File: config.mk
export PLATFORM = sky130hd
export DESIGN_NAME = x10_edge_rx
export DESIGN_NICKNAME = d
export VERILOG_FILES = /design/src/rtl/x10rx_pkg.sv /design/src/rtl/rx_datapath.sv /design/src/rtl/rx_ctrl.sv /design/src/rtl/x10_edge_rx.sv
export SDC_FILE = /design/constraint.sdc
export NUM_CORES = 1
export LEC_CHECK = 0
export BUFFER_PORTS_ARGS = -buffer_cell sky130_fd_sc_hd__buf_2
export CAP_MARGIN = 20
export CORE_UTILIZATION = 45
export DETAILED_ROUTE_END_ITERATION = 8
export PLACE_DENSITY_LB_ADDON = 0.2
export REMOVE_ABC_BUFFERS = 1
export SLEW_MARGIN = 20
export SYNTH_ARGS = -nofsm -noshare
export SYNTH_HDL_FRONTEND = slang
export SYNTH_SLANG_ARGS = --single-unit
File: constraint.sdc
create_clock -name clk -period 2.41 [get_ports clk]
set_input_delay 0.1205 -clock clk [delete_from_list [all_inputs] [get_ports clk]]
set_output_delay 0.1205 -clock clk [all_outputs]
set_load 0.02 [all_outputs]
File: src/rtl/x10rx_pkg.sv
package x10rx_pkg;
  localparam int HCW        = 5;
  localparam int HOUSE_W    = 4;
  localparam int KEY_W      = 5;
  localparam int CODE_W     = HOUSE_W + KEY_W;

  typedef logic [HCW-1:0] half_t;
  localparam half_t H_ONE   = half_t'(1);
  localparam half_t H_TWO   = half_t'(2);
  localparam half_t H_START = half_t'(3);
  localparam half_t H_FRAME = half_t'(22);

  typedef enum logic {ST_IDLE, ST_RECV} rxState_e;

  typedef struct packed {
    logic restartTimer;
    logic shiftEn;
    logic shiftVal;
    logic emit;
    logic emitGood;
    logic localFlag;
  } rxCtrl_t;

  localparam logic [HOUSE_W-1:0] HOUSE_INV [16] = '{
    4'd12, 4'd4, 4'd2, 4'd10, 4'd14, 4'd6, 4'd0, 4'd8,
    4'd13, 4'd5, 4'd3, 4'd11, 4'd15, 4'd7, 4'd1, 4'd9};

  localparam logic [KEY_W-1:0] KEY_INV [32] = '{
    5'd12, 5'd16, 5'd4, 5'd17, 5'd2, 5'd18, 5'd10, 5'd19,
    5'd14, 5'd20, 5'd6, 5'd21, 5'd0, 5'd22, 5'd8, 5'd23,
    5'd13, 5'd24, 5'd5, 5'd25, 5'd3, 5'd26, 5'd11, 5'd27,
    5'd15, 5'd28, 5'd7, 5'd29, 5'd1, 5'd30, 5'd9, 5'd31};
endpackage

File: src/rtl/rx_datapath.sv
module rx_datapath
  import x10rx_pkg::*;
#(
  parameter int HALF_US    = 8333,
  parameter int TOL_US     = 1388,
  parameter int MINGAP_US  = 1500,
  parameter int SILENCE_US = 50000
) (
  input  logic                clk,
  input  logic                rst_n,
  input  logic                usTick,
  input  logic                rxPulseN,
  input  rxCtrl_t             ctrl,
  output logic                fallEdge,
  output logic [2:0]          gapHit,
  output logic                tooSoon,
  output logic                silenceHit,
  output logic                recValid,
  output logic [1:0]          recFlags,
  output logic [HOUSE_W-1:0]  recHouse,
  output logic [KEY_W-1:0]    recKey
);
  localparam int CW = $clog2(SILENCE_US + 1);
  typedef logic [CW-1:0] cnt_t;
  localparam cnt_t SIL_C = cnt_t'(SILENCE_US);
  localparam cnt_t MIN_C = cnt_t'(MINGAP_US);

  cnt_t elapsed;
  logic rxPrev;
  logic [CODE_W-1:0] codeBits, codeNext;

  assign fallEdge   = rxPrev & ~rxPulseN;
  assign tooSoon    = elapsed < MIN_C;
  assign silenceHit = elapsed == SIL_C;

  for (genvar k = 1; k <= 3; k++) begin : g_win
    localparam cnt_t LO = cnt_t'(k * HALF_US - TOL_US);
    localparam cnt_t HI = cnt_t'(k * HALF_US + TOL_US);
    assign gapHit[k-1] = (elapsed > LO) && (elapsed < HI);
  end

  always_ff @(posedge clk) begin
    if (!rst_n) begin
      elapsed <= '0;
      rxPrev  <= 1'b1;
    end else begin
      rxPrev <= rxPulseN;
      if (ctrl.restartTimer)
        elapsed <= '0;
      else if (usTick && elapsed < SIL_C)
        elapsed <= elapsed + cnt_t'(1);
    end
  end

  assign codeNext = ctrl.shiftEn ? {codeBits[CODE_W-2:0], ctrl.shiftVal} : codeBits;

  always_ff @(posedge clk) begin
    if (!rst_n) begin
      codeBits <= '0;
      recValid <= 1'b0;
      recFlags <= '0;
      recHouse <= '0;
      recKey   <= '0;
    end else begin
      codeBits <= codeNext;
      recValid <= ctrl.emit;
      if (ctrl.emit) begin
        recFlags <= {~ctrl.emitGood, ctrl.localFlag};
        recHouse <= ctrl.emitGood ? HOUSE_INV[codeNext[CODE_W-1:KEY_W]] : '0;
        recKey   <= ctrl.emitGood ? KEY_INV[codeNext[KEY_W-1:0]] : '0;
      end
    end
  end

  AST_STROBE_SINGLE: assert property (@(posedge clk) disable iff (!rst_n)
    recValid |=> !recValid);
  AST_ERR_FIELDS_ZERO: assert property (@(posedge clk) disable iff (!rst_n)
    (recValid && recFlags[1]) |-> (recHouse == '0 && recKey == '0));
  AST_WINDOWS_DISJOINT: assert property (@(posedge clk) disable iff (!rst_n)
    $countones(gapHit) <= 1);
endmodule

File: src/rtl/rx_ctrl.sv
module rx_ctrl
  import x10rx_pkg::*;
(
  input  logic       clk,
  input  logic       rst_n,
  input  logic       fallEdge,
  input  logic [2:0] gapHit,
  input  logic       tooSoon,
  input  logic       silenceHit,
  input  logic       zcPhase,
  input  logic       txBusy,
  output rxCtrl_t    ctrl
);
  rxState_e st, stN;
  half_t    halfCnt, halfN;
  logic     lastPhase, phaseN;
  logic     lastBit, bitN;
  logic     localReg, localN;
  logic     decodeOk, decodedBit;

  assign decodeOk   = lastBit ? (gapHit[1] | gapHit[2]) : (gapHit[0] | gapHit[1]);
  assign decodedBit = lastBit ? gapHit[1] : gapHit[0];

  always_comb begin
    stN    = st;
    halfN  = halfCnt;
    phaseN = lastPhase;
    bitN   = lastBit;
    localN = localReg;
    ctrl   = '0;
    ctrl.localFlag = localReg;
    unique case (st)
      ST_IDLE: begin
        if (fallEdge) begin
          ctrl.restartTimer = 1'b1;
          stN    = ST_RECV;
          halfN  = H_ONE;
          phaseN = zcPhase;
          localN = txBusy;
        end
      end
      ST_RECV: begin
        if (silenceHit) begin
          ctrl.emit = (halfCnt >= H_TWO);
          stN = ST_IDLE;
        end else if (fallEdge && !tooSoon) begin
          ctrl.restartTimer = 1'b1;
          if (halfCnt < H_START) begin
            if (gapHit[0] && (zcPhase != lastPhase)) begin
              phaseN = zcPhase;
              if (halfCnt == H_START - H_ONE) begin
                halfN = H_START + H_ONE;
                bitN  = 1'b1;
              end else begin
                halfN = halfCnt + H_ONE;
              end
            end else begin
              ctrl.emit = 1'b1;
              stN = ST_IDLE;
            end
          end else if (decodeOk) begin
            ctrl.shiftEn  = 1'b1;
            ctrl.shiftVal = decodedBit;
            bitN  = decodedBit;
            halfN = halfCnt + H_TWO;
            if (halfCnt + H_TWO == H_FRAME) begin
              ctrl.emit     = 1'b1;
              ctrl.emitGood = 1'b1;
              stN = ST_IDLE;
            end
          end else begin
            ctrl.emit = 1'b1;
            stN = ST_IDLE;
          end
        end
      end
      default: stN = ST_IDLE;
    endcase
  end

  always_ff @(posedge clk) begin
    if (!rst_n) begin
      st        <= ST_IDLE;
      halfCnt   <= '0;
      lastPhase <= 1'b0;
      lastBit   <= 1'b0;
      localReg  <= 1'b0;
    end else begin
      st        <= stN;
      halfCnt   <= halfN;
      lastPhase <= phaseN;
      lastBit   <= bitN;
      localReg  <= localN;
    end
  end

  AST_START_ARMED: assert property (@(posedge clk) disable iff (!rst_n)
    (st == ST_IDLE && fallEdge) |=> (st == ST_RECV && halfCnt == H_ONE));
  AST_SOON_IGNORED: assert property (@(posedge clk) disable iff (!rst_n)
    (st == ST_RECV && fallEdge && tooSoon && !silenceHit) |=> (st == ST_RECV && $stable(halfCnt)));
  AST_SILENCE_IDLE: assert property (@(posedge clk) disable iff (!rst_n)
    (st == ST_RECV && silenceHit) |=> st == ST_IDLE);
  AST_HALF_RANGE: assert property (@(posedge clk) disable iff (!rst_n)
    st == ST_RECV |-> (halfCnt >= H_ONE && halfCnt < H_FRAME));
  AST_DATA_ALIGN: assert property (@(posedge clk) disable iff (!rst_n)
    (st == ST_RECV && halfCnt > H_START) |-> !halfCnt[0]);
  AST_EMIT_IDLE: assert property (@(posedge clk) disable iff (!rst_n)
    ctrl.emit |=> st == ST_IDLE);
endmodule

File: src/rtl/x10_edge_rx.sv
module x10_edge_rx
  import x10rx_pkg::*;
#(
  parameter int HALF_US    = 8333,
  parameter int TOL_US     = HALF_US / 6,
  parameter int MINGAP_US  = 1500,
  parameter int SILENCE_US = 50000
) (
  input  logic               clk,
  input  logic               rst_n,
  input  logic               usTick,
  input  logic               rxPulseN,
  input  logic               zcPhase,
  input  logic               txBusy,
  output logic               recValid,
  output logic [1:0]         recFlags,
  output logic [HOUSE_W-1:0] recHouse,
  output logic [KEY_W-1:0]   recKey
);
  rxCtrl_t    ctrl;
  logic       fallEdge, tooSoon, silenceHit;
  logic [2:0] gapHit;

  rx_ctrl u_ctrl (
    .clk(clk), .rst_n(rst_n), .fallEdge(fallEdge), .gapHit(gapHit),
    .tooSoon(tooSoon), .silenceHit(silenceHit), .zcPhase(zcPhase),
    .txBusy(txBusy), .ctrl(ctrl)
  );

  rx_datapath #(
    .HALF_US(HALF_US), .TOL_US(TOL_US),
    .MINGAP_US(MINGAP_US), .SILENCE_US(SILENCE_US)
  ) u_dp (
    .clk(clk), .rst_n(rst_n), .usTick(usTick), .rxPulseN(rxPulseN),
    .ctrl(ctrl), .fallEdge(fallEdge), .gapHit(gapHit), .tooSoon(tooSoon),
    .silenceHit(silenceHit), .recValid(recValid), .recFlags(recFlags),
    .recHouse(recHouse), .recKey(recKey)
  );
endmodule

==> out/qor.yml <==
outcome:
  status: "complete, but fails checks"
  violations: "setup timing"
clock_network:
  tritoncts: "done"
  cts_sinks: 46
  cts_buffer_depth: 2
  numCtsBuffers: 5
  insertion_delay_ps: 300
  root_buffer: "clkbuf_8"
  hold_buffers: 0
  htreeDepth: 2
  clkTransAtPathRegs_ps: 100
power_and_ir_drop:
  p_sw_frac: 0.237
  clock_power_share: 0.403
  internal-power_mw: 1.13
  combPwrFrac: 0.069
  pwr-share-seq: 0.528
  max-vdd-ir-drop_v: 0.000279
  p_leak_nw: 1.42
  power.switching_mw: 0.349
  p_per_area_nw_per_um2: 401
yosys:
  synth_top_cell_area_share: 0.329
  netlist_area_um2: 2800
  synth-seq-cells: 46
  ys_seq_area_frac: 0.329
  avgSynthCellArea_um2: 7.88
  ys_top_cells_by_area: "dfxtp_1, nand2_1, nor2_1, ha_1, xnor2_1"
  yosysUniqueCellTypes: 66
  synth_edf_count: 0
  synth_ff_type: "dfxtp_1"
  yosys_warnings: 0
  syn_inst: 355
  yosysTopAreaCell: "dfxtp_1"
  async_reset_ff_frac: 0
floorplan:
  die_y_um: 80.9
  start_util: 0.470
  dieArea_um2: 6540
  dieWidth_um: 80.9
  core_um2: 5960
  fp-row-count: 28
  io_pins: 18
global_routing:
  antenna_found_initial: 0
  grt_pass1_vias: 2517
  grt_pass1_wl_um: 11800
  grt_start_max_net_pins: 17
  grt_overflow: 0
  grt_usage: 0.227
timing:
  drv_slew: 0
  fin_setup_tns_ps: -32.6
  tightestPinTransition_ps: 451
  rsz0062_at_grt: "yes"
  fmax_ghz: 0.410
  relSlewSlack: 0.697
  hold_violations: 0
  fin_skew_ps: 8.95
  setup_viol: 2
  period_share: 1.01
  setup_ws_ps: -30.5
  min_period_ps: 2440
setup_path:
  end_kind: "register"
  crit_fanout: 8
  path_class: "reg2reg"
  r2r_cells: 9
  setup.worst_path.start_class: "register"
  arrival_ps: 2660
  cp.required_ps: 2630
layout:
  drive_above_1_share: 0.324
  postLayoutCellArea_um2: 3680
  antennaDiodeCount: 0
  area_growth_pct: 31.5
  layout.nets: 438
placement:
  dp_hpwl_um: 5190
  gp_congestion: 0.906
  port_buffers: 17
  placed_area_um2: 3340
  dp_slack_ps: -122
detailed_routing:
  drtIter0Drc: 107
  drc: 0
  routed_wl_um: 7190
  antenna_left: 0
  via_per_inst: 5.46
  firstDrtPassIters: 4
  dr_total_vias: 2719
  routedWlPerCell_um: 14.4
hold_path:
  worstHoldPathType: "in2reg"
  hold_depth: 2
flow_run:
  drv_cap: 0
-- final timing paths --
path / from / to / slack, ps
worst max-delay path: u_dp.elapsed[5] / u_dp.recKey[0] / -30
worst min-delay path: rxPulseN / u_dp.rxPrev / 5
worst max register to register: u_dp.elapsed[5] / u_dp.recKey[0] / -30
worst min register to register: u_dp.codeBits[7] / u_dp.codeBits[7] / 470
-- kinds of logic (layout without fill, tap and decap cells) --
family,count (synthesis),in the layout,synth area share
AND/OR/NAND/NOR,154,154,0.283
buffers and inverters,43,111,0.0617
multiplexers,7,7,0.0250
XOR/XNOR,20,20,0.0626
AO/OA/AOI/OAI,75,75,0.194
flip-flops,46,46,0.329
adder cells (fa/ha/maj),10,10,0.0447
-- layout by cell type, fill, tap and decap left out, drive strengths merged, types with 10 or more instances in the layout --
master and instances:
inv 20, nor3 11, ha 10, buf 83
nand3 19, nor2 34, dfxtp 46, a21oi 20
o21ai 10, nand2 39, xnor2 14
-- stage by stage --
step	instances	power (mW)	util	hold slack (ps)
2_1_floorplan	332	0.848	-	194
3_3_place_gp	484	0.890	0.561	317
3_5_place_dp	484	0.891	0.561	318
4_1_cts	492	1.48	0.585	3.82
5_1_grt	498	1.52	0.618	24.0
6_report	498	1.47	0.618	5.49
-- synthesized netlist by cell type (all sizes together), types with 7 or more instances --
cell type	n
a21oi	20
buf	7
clkbuf	16
dfxtp	46
ha	10
inv	19
mux2i	7
nand2	39
nand3	19
nand4	8
nor2	34
nor3	11
o21ai	10
xnor2	14
-- state kept, by name (all words and copies together) (netlist names) --
name              cells
u_dp.recKey           5
u_ctrl.st             1
u_dp.recValid         1
u_dp.codeBits         8
u_dp.recFlags         2
u_dp.recHouse         4
u_ctrl.localReg       1
u_ctrl.lastPhase      1
u_ctrl.lastBit        1
u_dp.rxPrev           1
u_ctrl.halfCnt        5
u_dp.elapsed         16
-- critical path: stages (launching register included) --
cell      delay [ps]
dfxtp_2          380
buf_4            150
a211oi_1         290
a211o_1          210
a211oi_2          80
buf_4            150
or4_1            500
and4_4           230
nor2b_1          130
o32ai_1          240
-- repair_timing --
item                                    4_1_cts  5_1_grt
resized for setup                            12       34
endpoints found under the setup margin       16       26
endpoints found under the hold margin         0        0
pin swaps                                     7        9
buffers inserted                              0        6
-- area by class of cell --
| class | instances | area, um2 |
|---|---|---|
| multi-input cells | 266 | 1850 |
| well taps | 75 | 93.8 |
| repair buffers | 83 | 612 |
| fillers | 540 | 2280 |
| flip-flops and latches | 46 | 935 |
| inverters | 20 | 75.1 |
| clock buffers | 5 | 68.8 |
| clock inverters | 3 | 43.8 |
-- per-layer routing --
metal  up-vias  track usage  routed length (um)
li1       1402            -                   -
met1      1254        0.323                3630
met2        53        0.359                3200
met3        10       0.0326                 256
met4         0       0.0571                 106
met5         -            0                   0
-- power by group through the flow --
stage          clock network [mW]  logic [mW]  registers (mW)
2_1_floorplan                   0      0.0525           0.795
3_3_place_gp                    0      0.0956           0.795
3_5_place_dp                    0      0.0958           0.795
4_1_cts                     0.611      0.0966           0.777
5_1_grt                     0.629       0.113           0.779
6_report                    0.595       0.102           0.778
Power figures use the tool's default switching activity.
